[config.mk]
export PLATFORM = sky130hd
export DESIGN_NAME = rea_top
export DESIGN_NICKNAME = d
export VERILOG_FILES = /design/src/rtl/rea_pkg.sv /design/src/rtl/rea_cond.sv /design/src/rtl/rea_ctrl.sv /design/src/rtl/rea_dpath.sv /design/src/rtl/rea_top.sv
export SDC_FILE = /design/constraint.sdc
export NUM_CORES = 1
export LEC_CHECK = 0
export BUFFER_PORTS_ARGS = -buffer_cell sky130_fd_sc_hd__buf_2
export CAP_MARGIN = 20
export CORE_AREA = 2 2 105 107
export CTS_CLUSTER_DIAMETER = 30
export DETAILED_ROUTE_END_ITERATION = 6
export DIE_AREA = 0 0 107 109
export GPL_TIMING_DRIVEN = 0
export PLACE_DENSITY = 0.66
export SYNTH_ARGS = -nofsm -noshare
export SYNTH_HDL_FRONTEND = slang
export SYNTH_SLANG_ARGS = --single-unit
[constraint.sdc]
create_clock -name clk -period 5.3 [get_ports clk]
set_input_delay 0.53 -clock clk [delete_from_list [all_inputs] [get_ports clk]]
set_output_delay 0.53 -clock clk [all_outputs]
set_load 0.02 [all_outputs]
[src/rtl/rea_pkg.sv]
package rea_pkg;

  localparam int IDX_W  = 4;
  localparam int ROT_W  = 2;
  localparam int COND_W = 4;
  localparam int INSN_W = 32;

  // Fixed-bit masks and required values for each format
  localparam logic [INSN_W-1:0] WORD_MASK = 32'h0FF0_03F0;
  localparam logic [INSN_W-1:0] WORD_BASE = 32'h06B0_0070;
  localparam logic [INSN_W-1:0] CMP_MASK  = 32'hFFF0_F0C0;
  localparam logic [INSN_W-1:0] CMP_BASE  = 32'hFA00_F080;

  // Field positions (low bit) for each format
  localparam int WORD_COND_LO = 28;
  localparam int WORD_RN_LO   = 16;
  localparam int WORD_RD_LO   = 12;
  localparam int WORD_ROT_LO  = 10;
  localparam int WORD_RM_LO   = 0;
  localparam int CMP_RN_LO    = 16;
  localparam int CMP_RD_LO    = 8;
  localparam int CMP_ROT_LO   = 4;
  localparam int CMP_RM_LO    = 0;

  typedef enum logic [COND_W-1:0] {
    COND_ZSET  = 4'h0, COND_ZCLR  = 4'h1, COND_CSET  = 4'h2, COND_CCLR  = 4'h3,
    COND_NSET  = 4'h4, COND_NCLR  = 4'h5, COND_VSET  = 4'h6, COND_VCLR  = 4'h7,
    COND_UHI   = 4'h8, COND_ULS   = 4'h9, COND_SGE   = 4'hA, COND_SLT   = 4'hB,
    COND_SGT   = 4'hC, COND_SLE   = 4'hD, COND_ANY   = 4'hE, COND_NONE  = 4'hF
  } condCode_t;

  // Strobes handed from control to datapath
  typedef struct packed {
    logic             capture;
    logic             doWrite;
    logic             notOurs;
    logic [ROT_W-1:0] rotSel;
    logic [IDX_W-1:0] dst;
    logic [IDX_W-1:0] srcA;
    logic [IDX_W-1:0] srcB;
  } reaStrobes_t;

endpackage

[src/rtl/rea_cond.sv]
module rea_cond
  import rea_pkg::*;
(
  input  logic [COND_W-1:0] code,
  input  logic [3:0]        nzcv,
  output logic              pass
);

  logic fN, fZ, fC, fV;
  condCode_t cc;

  always_comb begin
    fN = nzcv[3];
    fZ = nzcv[2];
    fC = nzcv[1];
    fV = nzcv[0];
    cc = condCode_t'(code);
    unique case (cc)
      COND_ZSET: pass = fZ;
      COND_ZCLR: pass = !fZ;
      COND_CSET: pass = fC;
      COND_CCLR: pass = !fC;
      COND_NSET: pass = fN;
      COND_NCLR: pass = !fN;
      COND_VSET: pass = fV;
      COND_VCLR: pass = !fV;
      COND_UHI:  pass = fC && !fZ;
      COND_ULS:  pass = !fC || fZ;
      COND_SGE:  pass = (fN == fV);
      COND_SLT:  pass = (fN != fV);
      COND_SGT:  pass = !fZ && (fN == fV);
      COND_SLE:  pass = fZ || (fN != fV);
      COND_ANY:  pass = 1'b1;
      default:   pass = 1'b0;
    endcase
  end

endmodule

[src/rtl/rea_ctrl.sv]
module rea_ctrl
  import rea_pkg::*;
(
  input  logic              inValid,
  input  logic              isCompact,
  input  logic [INSN_W-1:0] instrWord,
  input  logic [3:0]        flagsIn,
  output reaStrobes_t       strb
);

  logic              wordFixedOk;
  logic              cmpFixedOk;
  logic              condOk;
  logic              formatOk;
  logic              execOk;
  logic [COND_W-1:0] condField;

  assign condField = instrWord[WORD_COND_LO +: COND_W];

  rea_cond condEval_i (
    .code (condField),
    .nzcv (flagsIn),
    .pass (condOk)
  );

  always_comb begin
    wordFixedOk = ((instrWord & WORD_MASK) == WORD_BASE);
    cmpFixedOk  = ((instrWord & CMP_MASK) == CMP_BASE);

    if (isCompact) begin
      formatOk    = cmpFixedOk;
      execOk      = 1'b1;
      strb.rotSel = instrWord[CMP_ROT_LO +: ROT_W];
      strb.dst    = instrWord[CMP_RD_LO  +: IDX_W];
      strb.srcA   = instrWord[CMP_RN_LO  +: IDX_W];
      strb.srcB   = instrWord[CMP_RM_LO  +: IDX_W];
    end else begin
      formatOk    = wordFixedOk && (condField != COND_NONE);
      execOk      = condOk;
      strb.rotSel = instrWord[WORD_ROT_LO +: ROT_W];
      strb.dst    = instrWord[WORD_RD_LO  +: IDX_W];
      strb.srcA   = instrWord[WORD_RN_LO  +: IDX_W];
      strb.srcB   = instrWord[WORD_RM_LO  +: IDX_W];
    end

    strb.capture = inValid;
    strb.doWrite = inValid && formatOk && execOk;
    strb.notOurs = inValid && !formatOk;
  end

endmodule

[src/rtl/rea_dpath.sv]
module rea_dpath
  import rea_pkg::*;
#(
  parameter int DATA_W   = 32,
  parameter int ROT_STEP = 8
) (
  input  logic              clk,
  input  logic              rst,
  input  reaStrobes_t       strb,
  input  logic [DATA_W-1:0] srcN,
  input  logic [DATA_W-1:0] srcM,
  input  logic [3:0]        flagsIn,
  output logic              outValid,
  output logic [DATA_W-1:0] result,
  output logic [IDX_W-1:0]  dstIdx,
  output logic [IDX_W-1:0]  rnIdx,
  output logic [IDX_W-1:0]  rmIdx,
  output logic              writeEn,
  output logic              illegal,
  output logic [3:0]        flagsOut
);

  localparam int NUM_ROT = 1 << ROT_W;
  localparam int HALF_W  = DATA_W / 2;

  logic [2*DATA_W-1:0] doubled;
  logic [DATA_W-1:0]   rotCand [NUM_ROT];
  logic [DATA_W-1:0]   rotated;
  logic [DATA_W-1:0]   extended;
  logic [DATA_W-1:0]   sum;

  assign doubled = {srcM, srcM};

  // One candidate per rotate amount
  for (genvar k = 0; k < NUM_ROT; k++) begin : g_rot
    assign rotCand[k] = doubled[k*ROT_STEP +: DATA_W];
  end

  always_comb begin
    rotated  = rotCand[strb.rotSel];
    extended = {{HALF_W{rotated[HALF_W-1]}}, rotated[HALF_W-1:0]};
    sum      = srcN + extended;
  end

  always_ff @(posedge clk) begin
    if (rst) begin
      outValid <= 1'b0;
      writeEn  <= 1'b0;
      illegal  <= 1'b0;
      result   <= '0;
      dstIdx   <= '0;
      rnIdx    <= '0;
      rmIdx    <= '0;
      flagsOut <= '0;
    end else begin
      outValid <= strb.capture;
      writeEn  <= strb.doWrite;
      illegal  <= strb.notOurs;
      if (strb.capture) begin
        result   <= sum;
        dstIdx   <= strb.dst;
        rnIdx    <= strb.srcA;
        rmIdx    <= strb.srcB;
        flagsOut <= flagsIn;
      end
    end
  end

endmodule

[src/rtl/rea_top.sv]
module rea_top
  import rea_pkg::*;
#(
  parameter int DATA_W   = 32,
  parameter int ROT_STEP = 8
) (
  input  logic              clk,
  input  logic              rst,
  input  logic              inValid,
  input  logic              isCompact,
  input  logic [INSN_W-1:0] instrWord,
  input  logic [3:0]        flagsIn,
  input  logic [DATA_W-1:0] srcN,
  input  logic [DATA_W-1:0] srcM,
  output logic              outValid,
  output logic [DATA_W-1:0] result,
  output logic [IDX_W-1:0]  dstIdx,
  output logic [IDX_W-1:0]  rnIdx,
  output logic [IDX_W-1:0]  rmIdx,
  output logic              writeEn,
  output logic              illegal,
  output logic [3:0]        flagsOut
);

  reaStrobes_t strb;

  rea_ctrl ctrl_i (
    .inValid   (inValid),
    .isCompact (isCompact),
    .instrWord (instrWord),
    .flagsIn   (flagsIn),
    .strb      (strb)
  );

  rea_dpath #(
    .DATA_W   (DATA_W),
    .ROT_STEP (ROT_STEP)
  ) dpath_i (
    .clk      (clk),
    .rst      (rst),
    .strb     (strb),
    .srcN     (srcN),
    .srcM     (srcM),
    .flagsIn  (flagsIn),
    .outValid (outValid),
    .result   (result),
    .dstIdx   (dstIdx),
    .rnIdx    (rnIdx),
    .rmIdx    (rmIdx),
    .writeEn  (writeEn),
    .illegal  (illegal),
    .flagsOut (flagsOut)
  );

endmodule

# --- Yosys cells after proc, flatten, opt, wreduce, memory -nomap -nowiden ---
# Index checks and enable logic that the tools add are counted.
word_totals:
  register_bits: 51
  input_bits: 104
  out_inout_bits: 51
  elab_cells: 51
op_classes:
  add_sub_neg: 1
  order_cmp: 1
  eq_ne: 19
  mux: 7
  bitwise_logic: 1
  n_reduce_logical: 14
op_table:
  columns: ["cell", "count"]
  rows:
  - ["binary-select mux 32 bit (select 2 bit)", 1]
  - ["adder 32 bit", 1]
  - ["2-to-1 mux 16 bit", 2]
  - ["equality test 4 bit, second input constant", 7]
  - ["equality test 18 bit, second input constant", 1]
  - ["equality test 4 x 3 -> 1 bit, second input constant", 4]
  - ["case mux 1 bit (15 select lines)", 1]
  - ["equality test 14 x 13 -> 1 bit, second input constant", 1]
  - ["2-to-1 mux 14 bit", 1]
  - ["equality test 4 x 2 -> 1 bit, second input constant", 2]
  - ["logical AND 1 bit", 6]
  - ["logical NOT 1 bit", 5]
  - ["equality test 4 x 1 -> 1 bit, second input constant", 1]
  - ["logical NOT 4 bit", 1]
  - ["inequality test 4 bit, second input constant", 1]
  - ["greater-or-equal comparator 3 bit, second input constant", 1]
  - ["inverter 2 -> 3 bit", 1]
  - ["logical OR 1 bit", 2]
  - ["2-to-1 mux 1 bit", 2]
  - ["equality test 1 bit", 1]
  - ["inequality test 1 bit", 1]

# --- Logic depth before layout (Yosys ltp) ---
# Gate-level depths: netlist of the first run.
logic_depth:
  ltp_word: 6
  depth_mapped: 15

# --- By module ---
# Synthesis of the first run repeated with hierarchy kept, for this count alone.
hier_totals:
  hier_cells: 498
  hier_area_um2: 4326.6
by_module_without_submodules:
  columns: ["module", "n_inst", "cells_each", "area_each_um2"]
  rows:
  - ["rea_dpath", 1, 440, 3875.0]
  - ["rea_ctrl", 1, 30, 257.7]
  - ["rea_cond", 1, 28, 193.9]

# --- Least setup slack after synthesis of the first run ---
# Ideal clock, no wire load.
synth_timing:
  path_type: "input -> register"
  startpoint: "in isCompact"
  endpoint: "reg dpath_i.result[31]"
  setup_ns: 0.117
  t_arrival_ns: 3.954
  required_ns: 5.183
  path_slack_ns: 1.228
  path_stages: 13
  cell_sequence: "buf_6 mux2i_2 buf_2 mux4_2 ha_1 a21oi_1 o21ai_1 nor2b_1 a211o_1 a21oi_2 o31ai_1 or4_1 a32o_1"
synth_between:
  elab_chain_len: 6
synth_lines:
  columns: ["element", "line_no", "source"]
  rows:
  - ["start: declaration", "rea_top.sv:10", "input logic isCompact,"]
  - ["2-to-1 mux 14 bit", "rea_ctrl.sv:30", "if (isCompact) begin"]
  - ["inverter 2 -> 3 bit (implied by the code)", "rea_dpath.sv:40", "rotated = rotCand[strb.rotSel];"]
  - ["binary-select mux 32 bit (select 2 bit)", "rea_dpath.sv:40", null]
  - ["2-to-1 mux 16 bit (implied by the code) (2 in series)", "rea_dpath.sv:40", null]
  - ["adder 32 bit", "rea_dpath.sv:42", "sum = srcN + extended;"]
  - ["end signal: assignment", "rea_dpath.sv:60", "result <= sum;"]
  - ["end: declaration", "rea_dpath.sv:14", "output logic [DATA_W-1:0] result,"]
# No other way between the ends. The select of a mux whose other input is x is not followed.
# A chain may end at the register's enable or synchronous reset.

# --- Worst setup path after layout of the first run ---
# Ends and elaborated chain as after synthesis.

==> out/results.txt, run 1 <==
YS warnings: 0
Crit path max-delay family: multiplexers
CTS tree: built
sequential area share after synthesis: 24.6%
sw power: 0.554 mW
final hold violations: 0
Vias per Instance: 5.27
crit start category: input port
critical path depth: 13
number of flops mapped to enable cells by yosys: 0
DRC Markers: 0
via count: 4072
later-pin clock latency in the skew report: 0.30 ns
Post-Synth Simple-Gate Area: 16.8%
Clk network pwr share: 15.6%
Hold Buf Count CTS: 0
internal power: 0.808 mW
grt total ovfl: 0
CTS clk-pin slew, worst paths: 0.09 ns
Critical Path Max Stage Delay: 0.69 ns
final count of negative-setup-slack endpoints: 0
async set-reset flop share out of synthesis: 0%
Antenna Nets Post-Route: 0
CP Class: in -> reg
kind of end point of the critical path: flop
RSZ-0062 raised after global routing: no
die area: 11700 µm²
Pwr Density: 264 nW/µm²
Sw Share: 40.7%
CP max FO: 10
P&R area growth vs syn: 24.2%
reg2reg start: dpath_i.result[30]
VDD IR max: 0.0981 mV
Hold Slack: 0.458 ns
WP data required: 5.50 ns
max-cap violations: 0
Sum Neg Setup Slack: 0 ns
Critical Path Sink: dpath_i.result[31]
Synth Area in Compound Gates: 20.1%
Initial DRC Count: 171
Die X: 107 µm
wire length per cell after detailed routing: 15.0 µm
CORE AREA: 10600 µm²
GRT Overall Usage: 20.0%
Post-Synthesis Cells: 475
initial antenna violation count: 0
status: complete, no violations
fillcell total: 1044
Bufs and invs on worst path: 2
GPL Wtd Cong: 0.878
post-synth net total: 614
io pins: 155
Clock Sinks: 51
design area: 5150 µm²
clock skew: 0 ns
post-synth cell types: 62
Reg2Reg Capture Point: dpath_i.result[30]
largest net degree at the start of global routing: 19
first-pass GRT wire length: 18700 µm
Placement Rows: 38
Initial Utilization: 39.1%
r2r setup slk: 4.53 ns
TritonCTS Buffers: 5
Port Buf Inserts: 151
final wirelength: 11600 µm
placed cell area: 5080 µm²
worst-case clock buffer depth: 2
Fmax: 0.230 GHz
Worst-Margin Slew: 0.959 ns
main combinational cell family by area after synthesis: compound AO/OA/AOI/OAI gates
die height: 109 µm
worst setup path start: isCompact
htree depth: 2
postcts setup bufs: 0
Slew Limit Fails: 0
Final Power: 1.36 mW
Netlist Area Pre-Place: 4150 µm²
Layout Utilization: 48.6%
ANT cells: 0
Comb power frac: 50.8%
drt pass-1 iters: 7
CTS root buf: clkbuf_8
Final Cycle Share: 82.0%
Syn Area/Cell: 8.73 µm²
vias in the first global route: 4012
Hold Crit Class: reg -> reg
post-detail-place hpwl: 9720 µm
mux cell area share after synthesis: 17.9%
Reg power frac: 33.6%
Worst R2R Path Depth: 4
# nets final: 772
PostCTS Resize Cnt: 0
CP cell instances: buf_6, mux2i_2, buf_2, mux4_2, ha_1, a21oi_1, o21ai_1, nor2b_1, a211o_1, a21oi_2, o31ai_1, or4_1, a32o_1
fin crit period: 4.35 ns
Seq cells post-synth: 51
Synth Area in XOR/XNOR: 6.72%
most frequent cells in the layout: 152 x buf_2, 59 x nor2_1, 51 x dfxtp_1
prevailing post-synth register cell: dfxtp_1
most common cell after layout, fill and taps aside: buf_2
share of cells above drive strength 1: 28.8%
CP arrival: 4.55 ns
area share of fa/ha/maj cells after synthesis: 10.7%
relative slew slack: 36.1%
leakage power: 2.44 nW
CP max-delay cell: mux2i_2
[logic make-up after synthesis]
| group | count (synthesis) |
|---|---|
| and+or+nand+nor | 146 |
| muxes | 53 |
| adders and majority gates | 35 |
| buffers and inverters | 32 |
| xor gates and xnor gates | 31 |
| AOI/OAI and AO/OA | 127 |
| DFF | 51 |
[worst min path at each step]
stage | slack [ns] | from | to | cells after the start
detailed placement | 0.44 | dpath_i.result[21] | dpath_i.result[21] | 2
CTS | 0.45 | instrWord[24] | dpath_i.illegal | 3
floorplan | 0.54 | dpath_i.result[21] | dpath_i.result[21] | 2
finish | 0.46 | dpath_i.result[21] | dpath_i.result[21] | 2
global placement | 0.44 | dpath_i.result[26] | dpath_i.result[26] | 2
global route | 0.47 | instrWord[16] | dpath_i.rnIdx[0] | 3
[metrics by stage]
stage / cells / worst slack [ns]
final: 772 / 0.954
after global routing: 772 / 0.720
after CTS: 772 / 0.954
after detailed placement: 766 / 0.642
after global placement: 766 / 0.672
after floorplan: 475 / 1.23
[worst reg2reg max path, delay by kind of cell (launching register included)]
family / cells / cell delay (ns)
simple gates: 1 / 0.06
compound gates: 3 / 0.28
flops: 1 / 0.32
[sequential cells by signal, summed over array words and instances, names as in the netlist]
register,cells
dpath_i.dstIdx,4
dpath_i.flagsOut,4
dpath_i.illegal,1
dpath_i.outValid,1
dpath_i.result,32
dpath_i.rmIdx,4
dpath_i.rnIdx,4
dpath_i.writeEn,1
[Yosys cell counts (5+ instances only)]
cell type  count  area share (%)
nor2_1        59             5.3
dfxtp_1       51              25
a21oi_1       39             4.7
mux2i_1       37             8.9
ha_1          34              10
nand2_1       30             2.7
o21ai_0       23             2.8
clkbuf_1      21             1.9
a21o_1        16             2.9
xnor2_1       16             3.4
xor2_1        14             3.0
nand4_1       11             1.7
nand3_1        9             1.1
mux4_2         8             4.3
a211oi_1       7             1.3
nand2b_1       7             1.1
inv_1          6            0.54
mux4_1         6             3.8
and2_1         5            0.75
nor2b_1        5            0.75
o22ai_1        5            0.75
[per-layer routing]
metal | GRT usage, % | part of all wire [%]
met1 | 26.3 | 46
met2 | 34.7 | 47
met3 | 2.57 | 5.8
met4 | 5.10 | 1.2
met5 | 0 | 0
[power groups by stage]
stage                     Combinational, mW  Clock, mW  Sequential, mW
after floorplan                       0.430          0           0.525
after global placement                0.681          0           0.465
after detailed placement              0.690          0           0.467
after CTS                             0.695      0.218           0.458
after global routing                  0.769      0.234           0.464
final                                 0.693      0.212           0.457
[cell type report]
cell class	count	area, µm²	area share, %
Multi-Input combinational cell	392	3000	58.2
Sequential cell	51	1020	19.8
Timing Repair Buffer	151	756	14.7
Tap cell	140	175	3.40
Buffer	26	106	2.06
Clock buffer	6	72.6	1.41
Inverter	6	22.5	0.437
(Power assumes the default switching activity.)
==> inputs of run 2 (changes only) <==
- clock period: 5.3 -> 4 ns (I/O delays scaled with it)
==> out/results.txt, run 2 (synthesized netlist as in run 1, its figures left out) <==
most frequent cells in the layout: 152 x buf_2, 59 x nor2_1, 51 x dfxtp_1
Fmax: 0.265 GHz
GRT Overall Usage: 20.0%
CTS clk-pin slew, worst paths: 0.09 ns
CORE AREA: 10600 µm²
Bufs and invs on worst path: 2
CTS root buf: clkbuf_8
most common cell after layout, fill and taps aside: buf_2
die height: 109 µm
Final WS setup: 0.232 ns
Sum Neg Setup Slack: 0 ns
CTS tree: built
Final Cycle Share: 94.2%
via count: 4121
worst-case clock buffer depth: 2
drt pass-1 iters: 6
Slew Limit Fails: 0
final count of negative-setup-slack endpoints: 0
CP max FO: 10
GPL Wtd Cong: 0.878
CP max-delay cell: mux4_2
leakage power: 2.50 nW
P&R area growth vs syn: 26.4%
status: complete, no violations
Hold Slack: 0.330 ns
setup slack at placement: -0.528 ns
vias in the first global route: 4023
die area: 11700 µm²
Hold Buf Count CTS: 0
Vias per Instance: 5.27
Die X: 107 µm
area of the multi-input gates: 3020 µm²
max reg flops: 32
kind of end point of the critical path: flop
grt total ovfl: 0
Biggest register: dpath_i.result
max-cap violations: 0
Antenna Nets Post-Route: 0
Clock Sinks: 51
fillcell total: 1042
final hold violations: 0
Critical Path Max Stage Delay: 0.56 ns
# nets final: 782
wire length per cell after detailed routing: 14.9 µm
ANT cells: 0
first-pass GRT wire length: 18700 µm
TritonCTS Buffers: 5
RSZ-0062 raised after global routing: no
Placement Rows: 38
Final Power: 1.82 mW
Initial Utilization: 39.1%
Crit path max-delay family: compound AO/OA/AOI/OAI gates
WP data required: 4.20 ns
Port Buf Inserts: 151
VDD IR max: 0.130 mV
later-pin clock latency in the skew report: 0.30 ns
initial antenna violation count: 0
CP cell instances: buf_6, mux2i_4, buf_2, mux4_2, ha_1, a21oi_1, o21ai_1, nor2b_1, a211o_1, a21oi_2, o31ai_1, or4_1, a32o_1
final wirelength: 11700 µm
DRC Markers: 0
Hold Crit Class: in -> reg
Layout Utilization: 49.5%
htree depth: 2
Pwr Density: 347 nW/µm²
fin crit period: 3.77 ns
relative slew slack: 48.0%
CP arrival: 3.97 ns
largest net degree at the start of global routing: 19
post-detail-place hpwl: 9720 µm
Worst-Margin Slew: 0.779 ns
Initial DRC Count: 188
share of cells above drive strength 1: 30.1%
crit start category: input port
clock skew: 0 ns
io pins: 155
CP Class: in -> reg
FF+latch area: 1020 µm²
-- run 2: cell types whose count changed in the layout (fill, tap and decap cells not counted) --
cell / delta
mux2i_2: -1
a21oi_4: +1
clkbuf_2: +1
clkbuf_1: -1
a21oi_2: -1
mux2i_4: +1
buf_4: +10
-- run 2: worst reg2reg max path: stages, from the launching register on --
cell and delay [ns]:
dfxtp_1 0.32, nand2b_1 0.06, a21oi_1 0.07, a21oi_1 0.12
o21ai_0 0.09
-- run 2: layout make-up --
class                           count  area share [%]
Sequential cell                    51            19.5
Clock buffer                        6            1.38
Inverter                            6           0.429
Tap cell                          140            3.34
Multi-Input combinational cell    392            57.5
Buffer                             26            2.05
Timing Repair Buffer              161            15.8
-- run 2: power by group --
group | switching (mW) | total [mW] | internal, mW
Clock | 0.164 | 0.281 | 0.117
Sequential | 0.0326 | 0.606 | 0.573
Combinational | 0.542 | 0.935 | 0.393
-- run 2: per-stage QoR --
stage          area (µm²)  instances
2_1_floorplan        4150        475
3_3_place_gp         5080        766
3_5_place_dp         5080        766
4_1_cts              5160        772
5_1_grt              5250        782
6_report             5250        782
-- run 2: worst paths after layout --
check,startpoint,end,slack (ns),cells after the start
max,isCompact,dpath_i.result[31],0.23,13
min reg2reg,dpath_i.result[21],dpath_i.result[21],0.46,2
min,instrWord[24],dpath_i.illegal,0.33,3
max reg2reg,dpath_i.result[30],dpath_i.result[30],3.23,4
-- run 2: per-layer routing --
metal	routed length, µm	GRT usage, %
met4	135	5.10
met3	666	2.57
met1	5420	26.3
met2	5440	34.8
met5	0	0
-- run 2: repair_timing --
item                                    in CTS  in global routing
setup buffers                                0                 10
gates resized for setup                      2                  1
pin swaps                                    0                  1
endpoints found under the setup margin       4                  6
gates cloned                                 0                  0
